## src/rtl/tsc_pkg.sv

```systemverilog
package tsc_pkg;

  // view codes seen at the port
  localparam logic [2:0] VIEW_BYPASS = 3'd0;
  localparam logic [2:0] VIEW_TAG    = 3'd1;
  localparam logic [2:0] VIEW_EF_BLK = 3'd2;
  localparam logic [2:0] VIEW_EF_NB  = 3'd3;

  // tag bit positions (software decodes these)
  localparam int TAG_DEPTH_LSB = 28;
  localparam int TAG_COUNT_LSB = 18;
  localparam int TAG_MODE_BIT  = 17;
  localparam int TAG_T_BIT     = 16;
  localparam int TAG_FULL_BIT  = 1;
  localparam int TAG_EMPTY_BIT = 0;

  typedef enum logic [2:0] {
    OP_NONE, OP_BYP_RD, OP_BYP_WR, OP_TAG_RD, OP_TAG_WR, OP_POP, OP_PUSH, OP_BAD
  } cell_op_e;

  // ring arithmetic on the storage index
  function automatic int unsigned ring_idx(int unsigned base, int unsigned off,
                                           int unsigned depth);
    return (base + off) % depth;
  endfunction

  // tag image, 32 bits
  function automatic logic [31:0] tag_pack(int unsigned depth_log, int unsigned cnt,
                                           logic t, logic f, logic e);
    logic [31:0] v;
    v = '0;
    v[31:TAG_DEPTH_LSB]    = 4'(depth_log);
    v[27:TAG_COUNT_LSB]    = 10'(cnt);
    v[TAG_MODE_BIT]        = 1'b1;
    v[TAG_T_BIT]           = t;
    v[TAG_FULL_BIT]        = f;
    v[TAG_EMPTY_BIT]       = e;
    return v;
  endfunction

endpackage

```

## src/rtl/tsc_view_dec.sv

```systemverilog
module tsc_view_dec
  import tsc_pkg::*;
(
  input  logic       valid,
  input  logic       write,
  input  logic [2:0] view,
  output cell_op_e   op,
  output logic       blocking
);
  always_comb begin
    op       = OP_NONE;
    blocking = 1'b0;
    if (valid) begin
      unique case (view)
        VIEW_BYPASS: op = write ? OP_BYP_WR : OP_BYP_RD;
        VIEW_TAG:    op = write ? OP_TAG_WR : OP_TAG_RD;
        VIEW_EF_BLK: begin
          op       = write ? OP_PUSH : OP_POP;
          blocking = 1'b1;
        end
        VIEW_EF_NB:  op = write ? OP_PUSH : OP_POP;
        default:     op = OP_BAD;
      endcase
    end
  end
endmodule

```

## src/rtl/tsc_store.sv

```systemverilog
module tsc_store #(
  parameter int DEPTH  = 4,
  parameter int DATA_W = 32,
  localparam int PTR_W = (DEPTH > 1) ? $clog2(DEPTH) : 1
) (
  input  logic              clk,
  input  logic              rst_n,
  input  logic              we,
  input  logic [PTR_W-1:0]  widx,
  input  logic [DATA_W-1:0] wdata,
  input  logic [PTR_W-1:0]  ridx,
  output logic [DATA_W-1:0] rdata
);
  logic [DATA_W-1:0] slot [DEPTH];

  for (genvar g = 0; g < DEPTH; g++) begin : g_slot
    always_ff @(posedge clk) begin
      if (!rst_n)                             slot[g] <= '0;
      else if (we && (widx == PTR_W'(g)))     slot[g] <= wdata;
    end
  end

  assign rdata = slot[ridx];
endmodule

```

## src/rtl/tsc_ctrl.sv

```systemverilog
module tsc_ctrl
  import tsc_pkg::*;
#(
  parameter int DEPTH = 4,
  parameter int NTHR  = 4,
  localparam int PTR_W = (DEPTH > 1) ? $clog2(DEPTH) : 1,
  localparam int CNT_W = $clog2(DEPTH + 1),
  localparam int TID_W = (NTHR > 1) ? $clog2(NTHR) : 1
) (
  input  logic             clk,
  input  logic             rst_n,
  input  cell_op_e         op,
  input  logic             blocking,
  input  logic [TID_W-1:0] tid,
  input  logic             wr_t,
  input  logic             wr_f,
  input  logic             wr_e,
  output logic             stall,
  output logic             ef_go,
  output logic             do_pop,
  output logic             do_push,
  output logic             do_patch,
  output logic [NTHR-1:0]  wake_vec,
  output logic [NTHR-1:0]  mask,
  output logic [CNT_W-1:0] count,
  output logic [PTR_W-1:0] out_ptr,
  output logic             flag_t,
  output logic             flag_f,
  output logic             flag_e,
  output logic             st_we,
  output logic [PTR_W-1:0] st_widx
);
  logic is_ef;
  logic do_tagwr;

  assign is_ef    = (op == OP_POP) || (op == OP_PUSH);
  assign stall    = blocking && (((op == OP_POP) && flag_e) || ((op == OP_PUSH) && flag_f));
  assign ef_go    = is_ef && !stall;
  assign do_pop   = ef_go && (op == OP_POP)  && (count != '0);
  assign do_push  = ef_go && (op == OP_PUSH) && (count < CNT_W'(DEPTH));
  assign do_patch = (op == OP_BYP_WR) && (count != '0);
  assign do_tagwr = (op == OP_TAG_WR);
  assign wake_vec = ef_go ? mask : '0;

  assign st_we   = do_push || do_patch;
  assign st_widx = do_push ? PTR_W'(ring_idx(out_ptr, count, DEPTH))
                           : PTR_W'(ring_idx(out_ptr, count + DEPTH - 1, DEPTH));

  always_ff @(posedge clk) begin
    if (!rst_n) begin
      count   <= '0;
      out_ptr <= '0;
      flag_t  <= 1'b0;
      flag_f  <= 1'b0;
      flag_e  <= 1'b1;
    end else begin
      if (do_pop) begin
        out_ptr <= PTR_W'(ring_idx(out_ptr, 1, DEPTH));
        count   <= count - CNT_W'(1);
        flag_f  <= 1'b0;
        if (count == CNT_W'(1)) flag_e <= 1'b1;
      end
      if (do_push) begin
        count  <= count + CNT_W'(1);
        flag_e <= 1'b0;
        if (count == CNT_W'(DEPTH - 1)) flag_f <= 1'b1;
      end
      if (do_tagwr) begin
        flag_t <= wr_t;
        flag_f <= wr_f;
        flag_e <= wr_e;
      end
    end
  end

  always_ff @(posedge clk) begin
    if (!rst_n)     mask <= '0;
    else if (stall) mask <= mask | (NTHR'(1) << tid);
    else if (ef_go) mask <= '0;
  end
endmodule

```

## src/rtl/tsync_cell.sv

```systemverilog
module tsync_cell
  import tsc_pkg::*;
#(
  parameter int DEPTH  = 4,
  parameter int DATA_W = 32,
  parameter int NTHR   = 4,
  localparam int PTR_W = (DEPTH > 1) ? $clog2(DEPTH) : 1,
  localparam int CNT_W = $clog2(DEPTH + 1),
  localparam int TID_W = (NTHR > 1) ? $clog2(NTHR) : 1,
  localparam int DLOG  = $clog2(DEPTH)
) (
  input  logic              clk,
  input  logic              rst_n,
  input  logic              req_valid,
  input  logic              req_write,
  input  logic [2:0]        req_view,
  input  logic [TID_W-1:0]  req_thread,
  input  logic [DATA_W-1:0] req_wdata,
  output logic [DATA_W-1:0] rsp_rdata,
  output logic              rsp_stall,
  output logic              rsp_err,
  output logic [NTHR-1:0]   wake_vec
);
  cell_op_e          op;
  logic              blocking;
  logic              ef_go, do_pop, do_push, do_patch;
  logic [NTHR-1:0]   mask;
  logic [CNT_W-1:0]  count;
  logic [PTR_W-1:0]  out_ptr;
  logic              flag_t, flag_f, flag_e;
  logic              st_we;
  logic [PTR_W-1:0]  st_widx;
  logic [DATA_W-1:0] head_word;
  logic [31:0]       tag_word;

  tsc_view_dec u_dec (
    .valid    (req_valid),
    .write    (req_write),
    .view     (req_view),
    .op       (op),
    .blocking (blocking)
  );

  tsc_ctrl #(.DEPTH(DEPTH), .NTHR(NTHR)) u_ctrl (
    .clk      (clk),
    .rst_n    (rst_n),
    .op       (op),
    .blocking (blocking),
    .tid      (req_thread),
    .wr_t     (req_wdata[TAG_T_BIT]),
    .wr_f     (req_wdata[TAG_FULL_BIT]),
    .wr_e     (req_wdata[TAG_EMPTY_BIT]),
    .stall    (rsp_stall),
    .ef_go    (ef_go),
    .do_pop   (do_pop),
    .do_push  (do_push),
    .do_patch (do_patch),
    .wake_vec (wake_vec),
    .mask     (mask),
    .count    (count),
    .out_ptr  (out_ptr),
    .flag_t   (flag_t),
    .flag_f   (flag_f),
    .flag_e   (flag_e),
    .st_we    (st_we),
    .st_widx  (st_widx)
  );

  tsc_store #(.DEPTH(DEPTH), .DATA_W(DATA_W)) u_store (
    .clk   (clk),
    .rst_n (rst_n),
    .we    (st_we),
    .widx  (st_widx),
    .wdata (req_wdata),
    .ridx  (out_ptr),
    .rdata (head_word)
  );

  assign tag_word = tag_pack(DLOG, count, flag_t, flag_f, flag_e);
  assign rsp_err  = (op == OP_BAD);

  always_comb begin
    rsp_rdata = '0;
    unique case (op)
      OP_BYP_RD: rsp_rdata = head_word;
      OP_TAG_RD: rsp_rdata = DATA_W'(tag_word);
      OP_POP:    if (do_pop) rsp_rdata = head_word;
      default:   rsp_rdata = '0;
    endcase
  end
endmodule

```

## config.mk

```make
export PLATFORM = sky130hd
export DESIGN_NAME = tsync_cell
export DESIGN_NICKNAME = d
export VERILOG_FILES = /design/src/rtl/tsc_pkg.sv /design/src/rtl/tsc_view_dec.sv /design/src/rtl/tsc_store.sv /design/src/rtl/tsc_ctrl.sv /design/src/rtl/tsync_cell.sv
export SDC_FILE = /design/constraint.sdc
export NUM_CORES = 1
export LEC_CHECK = 0
export ABC_AREA = 1
export BUFFER_PORTS_ARGS = -buffer_cell sky130_fd_sc_hd__buf_2
export CELL_PAD_IN_SITES_DETAIL_PLACEMENT = 1
export CELL_PAD_IN_SITES_GLOBAL_PLACEMENT = 2
export CORE_ASPECT_RATIO = 1.75
export CORE_MARGIN = 3
export CORE_UTILIZATION = 40
export CTS_BUF_LIST = sky130_fd_sc_hd__clkbuf_16
export DETAILED_ROUTE_END_ITERATION = 8
export GPL_TIMING_DRIVEN = 0
export PLACE_DENSITY = 0.83
export SYNTH_ARGS = -nofsm -noshare
export SYNTH_HDL_FRONTEND = slang
export SYNTH_SLANG_ARGS = --single-unit
export TNS_END_PERCENT = 30
```

## constraint.sdc

```tcl
create_clock -name clk -period 5.2 [get_ports clk]
set_input_delay 1.04 -clock clk [delete_from_list [all_inputs] [get_ports clk]]
set_output_delay 1.04 -clock clk [all_outputs]
set_load 0.02 [all_outputs]
```

==> reports/metrics.cfg, run 1 <==
[job]
cap_violations=0

[timing]
fin_skew_ps=8.66
fin_ws_ps=1070
fin_crit_sh=0.793
finalSetupViolations=0
final.min_clock_period_ps=4130
tns_ps=0
maxSlewHeadroom=0.473
tightest_slew_ps=790
max_freq_mhz=242
slew_viol_final=0
grt_setup_unrepaired=false
timing.final.hold_violations=0

[clock_tree]
clkTransAtPathRegs_ps=60
cts_buffers=17
clock-root-buffer=clkbuf_16
clk_latency_ps=430
cts_tree=done
hold_buffers=0
clock-sinks=142
post_cts_buffers=0
htreeDepth=4
post_cts_resized=0
clk_path_buf_depth=2

[critical_path]
required_ps=4160
start_kind=input port
crit_type=input port to output pin
crit_slowest_cell=a211oi_1
reg2reg_slack_ps=2730
worst_setup_path_end_kind=output pin
crit_arrival_ps=3090
path_common_cell=buf_2
path_max_fanout=10
worstPathCellList=buf_2 -> inv_1 -> nand2_1 -> nand4_1 -> inv_2 -> nand3_1 -> nand2_2 -> nand2_4 -> nand3_2 -> nand2_1 -> inv_2 -> buf_2 -> a211oi_1 -> buf_2
cpPeakStageDelay_ps=270

[route]
route.detailed.drc=0
wl_um=21200
final_antenna_net_count=0
wl_met2_um=12000
avgViaCountPerCell=5.24
met3_length_um=915
num_vias=5307
drt-wirelength-per-cell_um=20.9
wl_met1_um=7460
initialDrtViolationCount=281
top_layer=met4
drt_first_pass_iters=4

[run_status]
status=complete, no violations

[floorplan]
coreArea_sq_um=16600
rows=62
initial_core_util=0.410
die_y_um=179
die-area_sq_um=18700
die_x_um=105
io_pins=79

[placed_design]
placed_area_sq_um=7590
pre_cts_slack_ps=1030
place_congestion=0.809
io_buffers=78
dpl.hpwl_um=14600
post-place-cells=981

[layout]
utilization=0.493
area_delta_synth_final_pct=20.0
nNetsFinal=824
drive_above_1_share=0.204
antennaDiodeCount=0
final_area_sq_um=8180
instances_no_fill=1013
fillers=1965

[grt]
grt_pass1_wl_um=32700
grt_pass1_vias=6139
grt_max_degree=31
antenna_found_initial=0
grt_overflow=0
grt_use_total=0.236

[power]
p_switching_uw=654
power_frac_clock=0.450
powerDensity_nw_per_um2=332
ir_worst_vdd_v=0.000261
p_int_uw=2060
p_leak_uw=0.00350
p_sw_frac=0.241
combinationalPowerShare=0.070
p_seq_frac=0.481

[synth]
syn-num-nets=723
netlist_area_sq_um=6810
syn_inst=675
ys_warn_count=0
yosysTopAreaCell=edfxtp_1
avgSynthCellArea_sq_um=10.1
synth_cell_type_count=35
synth_top_area_frac=0.564
synth.area.top_cells=edfxtp_1, nor2_1, nand2_1
synth-seq-cells=142
ys_seq_area_frac=0.605

[hold_path]
hold_path.class=register to register

final timing paths:
kind | to | cells past startpoint | start
worst min register to register | u_ctrl.mask[3] | 2 | u_ctrl.mask[3]
worst min-delay path | u_ctrl.mask[3] | 2 | u_ctrl.mask[3]
worst max-delay path | rsp_rdata[8] | 14 | req_view[1]
worst max register to register | u_store.slot[0][13] | 8 | u_ctrl.count[0]
sequential cells by signal, summed over array words and instances, names as in the netlist, named ones only:
signal	count
u_store.slot	128
u_ctrl.mask	4
u_ctrl.count	3
u_ctrl.out_ptr	2
u_ctrl.flag_e	1
u_ctrl.flag_f	1
u_ctrl.flag_t	1
synth_stat cells (all sizes together):
cell,count
or3,1
a21oi,46
inv,62
o22ai,4
clkbuf,18
nand2,134
xor2,3
nand4,5
a211oi,1
nor2,167
a31oi,1
dfxtp,14
nor4,1
o21ai,8
edfxtp,128
a32o,29
buf,18
o21bai,1
ha,7
nand3b,1
a22oi,2
o211ai,1
nand3,22
xnor2,1
power groups by stage:
stage / combinational, uW / clock, uW / sequential [uW]
floorplan: 111 / 0 / 1320
global placement: 172 / 0 / 1330
detailed placement: 190 / 0 / 1330
CTS: 192 / 1230 / 1300
global route: 208 / 1280 / 1310
finish: 189 / 1220 / 1300
metal layers:
metal  global-route usage  vias to the layer above
met2                0.469                      156
met1                0.228                     2620
li1                     -                     2485
met4                0.113                        0
met3               0.0476                       46
met5                    0                        -
placed cells by master (no fill, tap or decap), types with 5 or more instances in the layout:
cell	Yosys	layout
nor2_1	163	163
edfxtp_1	128	128
nand2_1	121	117
buf_2	3	81
inv_1	57	57
a21oi_1	46	46
a32o_1	29	29
nand3_1	20	20
clkbuf_1	18	18
clkbuf_16	0	17
dfxtp_1	14	14
buf_6	12	12
nand2_2	5	9
nand2_4	8	8
ha_1	7	7
o21ai_0	6	6
inv_2	5	5
critical path, delay by kind of cell:
kind            cells  cell delay, ps
simple gates        7             950
buf+inv             6             820
compound gates      1             270
through the flow:
step	total power, uW	hold WS [ps]
after floorplan	1440	431
after global placement	1500	446
after detailed placement	1520	456
after CTS	2730	466
after global routing	2790	492
final	2710	460
cells by family (layout without fill, tap and decap cells):
logic type | Yosys count | in the layout | synth area share
fa+ha+maj | 7 | 7 | 0.0129
buf+inv | 98 | 212 | 0.0701
simple gates | 331 | 331 | 0.214
flops | 142 | 142 | 0.605
xor+xnor | 4 | 4 | 0.00514
compound gates | 93 | 93 | 0.0924
cell type report:
cell class,instances,area (sq um),area share
sequential,142,4120,0.504
multi-input combinational,435,2220,0.272
timing repair buffer,82,485,0.0594
clock buffer,17,425,0.0520
tap,224,280,0.0343
buffer,36,245,0.0300
inverter,62,233,0.0285
clock inverter,15,163,0.0199
Power figures use the tool's default switching activity.
==> inputs of run 2 (changes only) <==
--- a/config.mk
+++ b/config.mk
@@ -5,7 +5,7 @@
 export SDC_FILE = /design/constraint.sdc
 export NUM_CORES = 1
 export LEC_CHECK = 0
-export ABC_AREA = 1
+export ABC_AREA = 0
 export BUFFER_PORTS_ARGS = -buffer_cell sky130_fd_sc_hd__buf_2
 export CELL_PAD_IN_SITES_DETAIL_PLACEMENT = 1
 export CELL_PAD_IN_SITES_GLOBAL_PLACEMENT = 2
@@ -15,7 +15,7 @@
 export CTS_BUF_LIST = sky130_fd_sc_hd__clkbuf_16
 export DETAILED_ROUTE_END_ITERATION = 8
 export GPL_TIMING_DRIVEN = 0
-export PLACE_DENSITY = 0.83
+export PLACE_DENSITY = 0.78
 export SYNTH_ARGS = -nofsm -noshare
 export SYNTH_HDL_FRONTEND = slang
 export SYNTH_SLANG_ARGS = --single-unit
==> constraint.sdc (replaced) <==
create_clock -name clk -period 4.08 [get_ports clk]
set_input_delay 0.816 -clock clk [delete_from_list [all_inputs] [get_ports clk]]
set_output_delay 0.816 -clock clk [all_outputs]
set_load 0.02 [all_outputs]
==> reports/metrics.cfg, run 2 <==
[synth]
async_reset_ff_frac=0
synth_most_common_cell=nor2_1
synth-compound-area-share=0.0369
syn-num-nets=537
synth_top_area_frac=0.593
avgSynthCellArea_sq_um=13.2
synth-simple-area-share=0.161
synth-seq-cells=142
ys_warn_count=0
synth_top_family_by_area=simple AND/OR/NAND/NOR gates
ys_seq_area_frac=0.637
yosysTopAreaCell=edfxtp_1
muxShareOfSynthArea=0.116
synth.area.top_cells=edfxtp_1, mux4_2, nor2_1
synth-xor-area-share=0.0106
synth_edf_count=128
yosys-top-cells-count=nor2_1, edfxtp_1, nand2_1
syn_inst=489
synthAdderAreaFrac=0.0135
synth_cell_type_count=39
synth_top_flop_cell=edfxtp_1
netlist_area_sq_um=6480

[floorplan]
die_y_um=174
die-area_sq_um=17800
io_pins=79
die_x_um=102
initial_core_util=0.415
coreArea_sq_um=15600
rows=60

[grt]
grt_use_total=0.215
grt_pass1_vias=4847
antenna_found_initial=0
grt_pass1_wl_um=28000
grt_max_degree=26
grt_overflow=0

[clock_tree]
hold_buffers=0
clock-root-buffer=clkbuf_16
clk_path_buf_depth=2
htreeDepth=4
clk_latency_ps=420
post_cts_buffers=0
cts_tree=done
clkTransAtPathRegs_ps=60
cts_buffers=17
post_cts_resized=0
clock-sinks=142

[power]
powerDensity_nw_per_um2=430
p_leak_uw=0.00292
ir_worst_vdd_v=0.000276

[layout]
fillers=1650
layout_common_cells=nor2_1, edfxtp_1, buf_2
nNetsFinal=637
instances_no_fill=788
seqCellArea_sq_um=4120
largest_reg_flops=128
final_common_cell=nor2_1
drive_above_1_share=0.272
antennaDiodeCount=0
area_delta_synth_final_pct=19.5
final_area_sq_um=7740
top_regs=u_store.slot (128), u_ctrl.mask (4), u_ctrl.count (3)
top_register=u_store.slot
multi_input_area_sq_um=2200

[critical_path]
required_ps=3260
worst_setup_path_end_kind=output pin
r2r_start=u_ctrl.count[0]
start_kind=register
path_max_fanout=10
r2r_cells=7
crit_arrival_ps=2790
reg2reg_slack_ps=1140
crit_type=register to output pin
r2r-end=u_store.slot[3][21]

[run_status]
status=complete, no violations

[placed_design]
dpl.hpwl_um=12000
io_buffers=77
post-place-cells=756
place_congestion=0.819
placed_area_sq_um=7190

[timing]
grt_setup_unrepaired=false
maxSlewHeadroom=0.465
max_freq_mhz=278
tns_ps=0
slew_viol_final=0
final.min_clock_period_ps=3600
fin_skew_ps=9.90
finalSetupViolations=0
tightest_slew_ps=802
timing.final.hold_violations=0
fin_crit_sh=0.883

[route]
final_antenna_net_count=0
drt-wirelength-per-cell_um=22.6
avgViaCountPerCell=5.49
drt_first_pass_iters=5
wl_um=17800
num_vias=4325
initialDrtViolationCount=250
route.detailed.drc=0

[hold_path]
worstHoldPathCells=2
hold_path.class=register to register
min_to=u_ctrl.mask[3]
min_from=u_ctrl.mask[3]

[job]
cap_violations=0

[run 2: per-stage QoR]
stage / utilization / setup slack, ps / total power [uW] / hold WS (ps)
final: 0.496 / 476 / 3330 / 475
after global routing: 0.496 / 264 / 3430 / 510
after CTS: 0.496 / 432 / 3350 / 474
after detailed placement: 0.460 / 551 / 1860 / 458
after global placement: 0.454 / -88.3 / 1850 / 440
after floorplan: - / 1050 / 1770 / 428
[run 2: per-layer routing]
metal / GRT usage / part of all wire
met1: 0.250 / 0.39
met2: 0.393 / 0.56
met3: 0.0394 / 0.035
met4: 0.0613 / 0.015
met5: 0 / 0
[run 2: area by class of cell]
class	instances	area share
clock inverters	15	0.0171
clock buffers	17	0.0549
plain buffers	28	0.0186
well taps	186	0.0301
repair buffers	81	0.0601
multi-input cells	313	0.284
inverters	6	0.00291
flip-flops and latches	142	0.533
[run 2: cell families after synthesis]
group	Yosys count
XOR/XNOR	7
AND/OR/NAND/NOR	236
buffers and inverters	34
flip-flops	142
AO/OA/AOI/OAI	28
multiplexers	35
adder cells (fa/ha/maj)	7
[run 2: where the power goes]
| part | internal [uW] | switching, uW | total (uW) | leakage, uW |
|---|---|---|---|---|
| combinational | 64.3 | 117 | 181 | 0.00120 |
| clock | 887 | 611 | 1500 | 0.000287 |
| sequential | 1630 | 15.8 | 1650 | 0.00144 |
[run 2: how the worst max path moves through the flow]
stage,to,startpoint,cells after the start
2_1_floorplan,u_store.slot[0][0],req_view[1],6
3_3_place_gp,u_store.slot[3][26],req_view[1],6
3_5_place_dp,rsp_rdata[11],req_write,7
4_1_cts,rsp_rdata[11],u_ctrl.count[1],8
5_1_grt,rsp_rdata[11],u_ctrl.count[1],8
6_report,rsp_rdata[2],u_ctrl.count[1],8
[run 2: worst max-delay path: stages (launching register included)]
cell and delay [ps]:
dfxtp_1 510, inv_1 140, ha_1 220, nand2b_1 150
nand2_1 80, a21oi_1 290, clkbuf_1 530, and2_1 270
buf_2 180
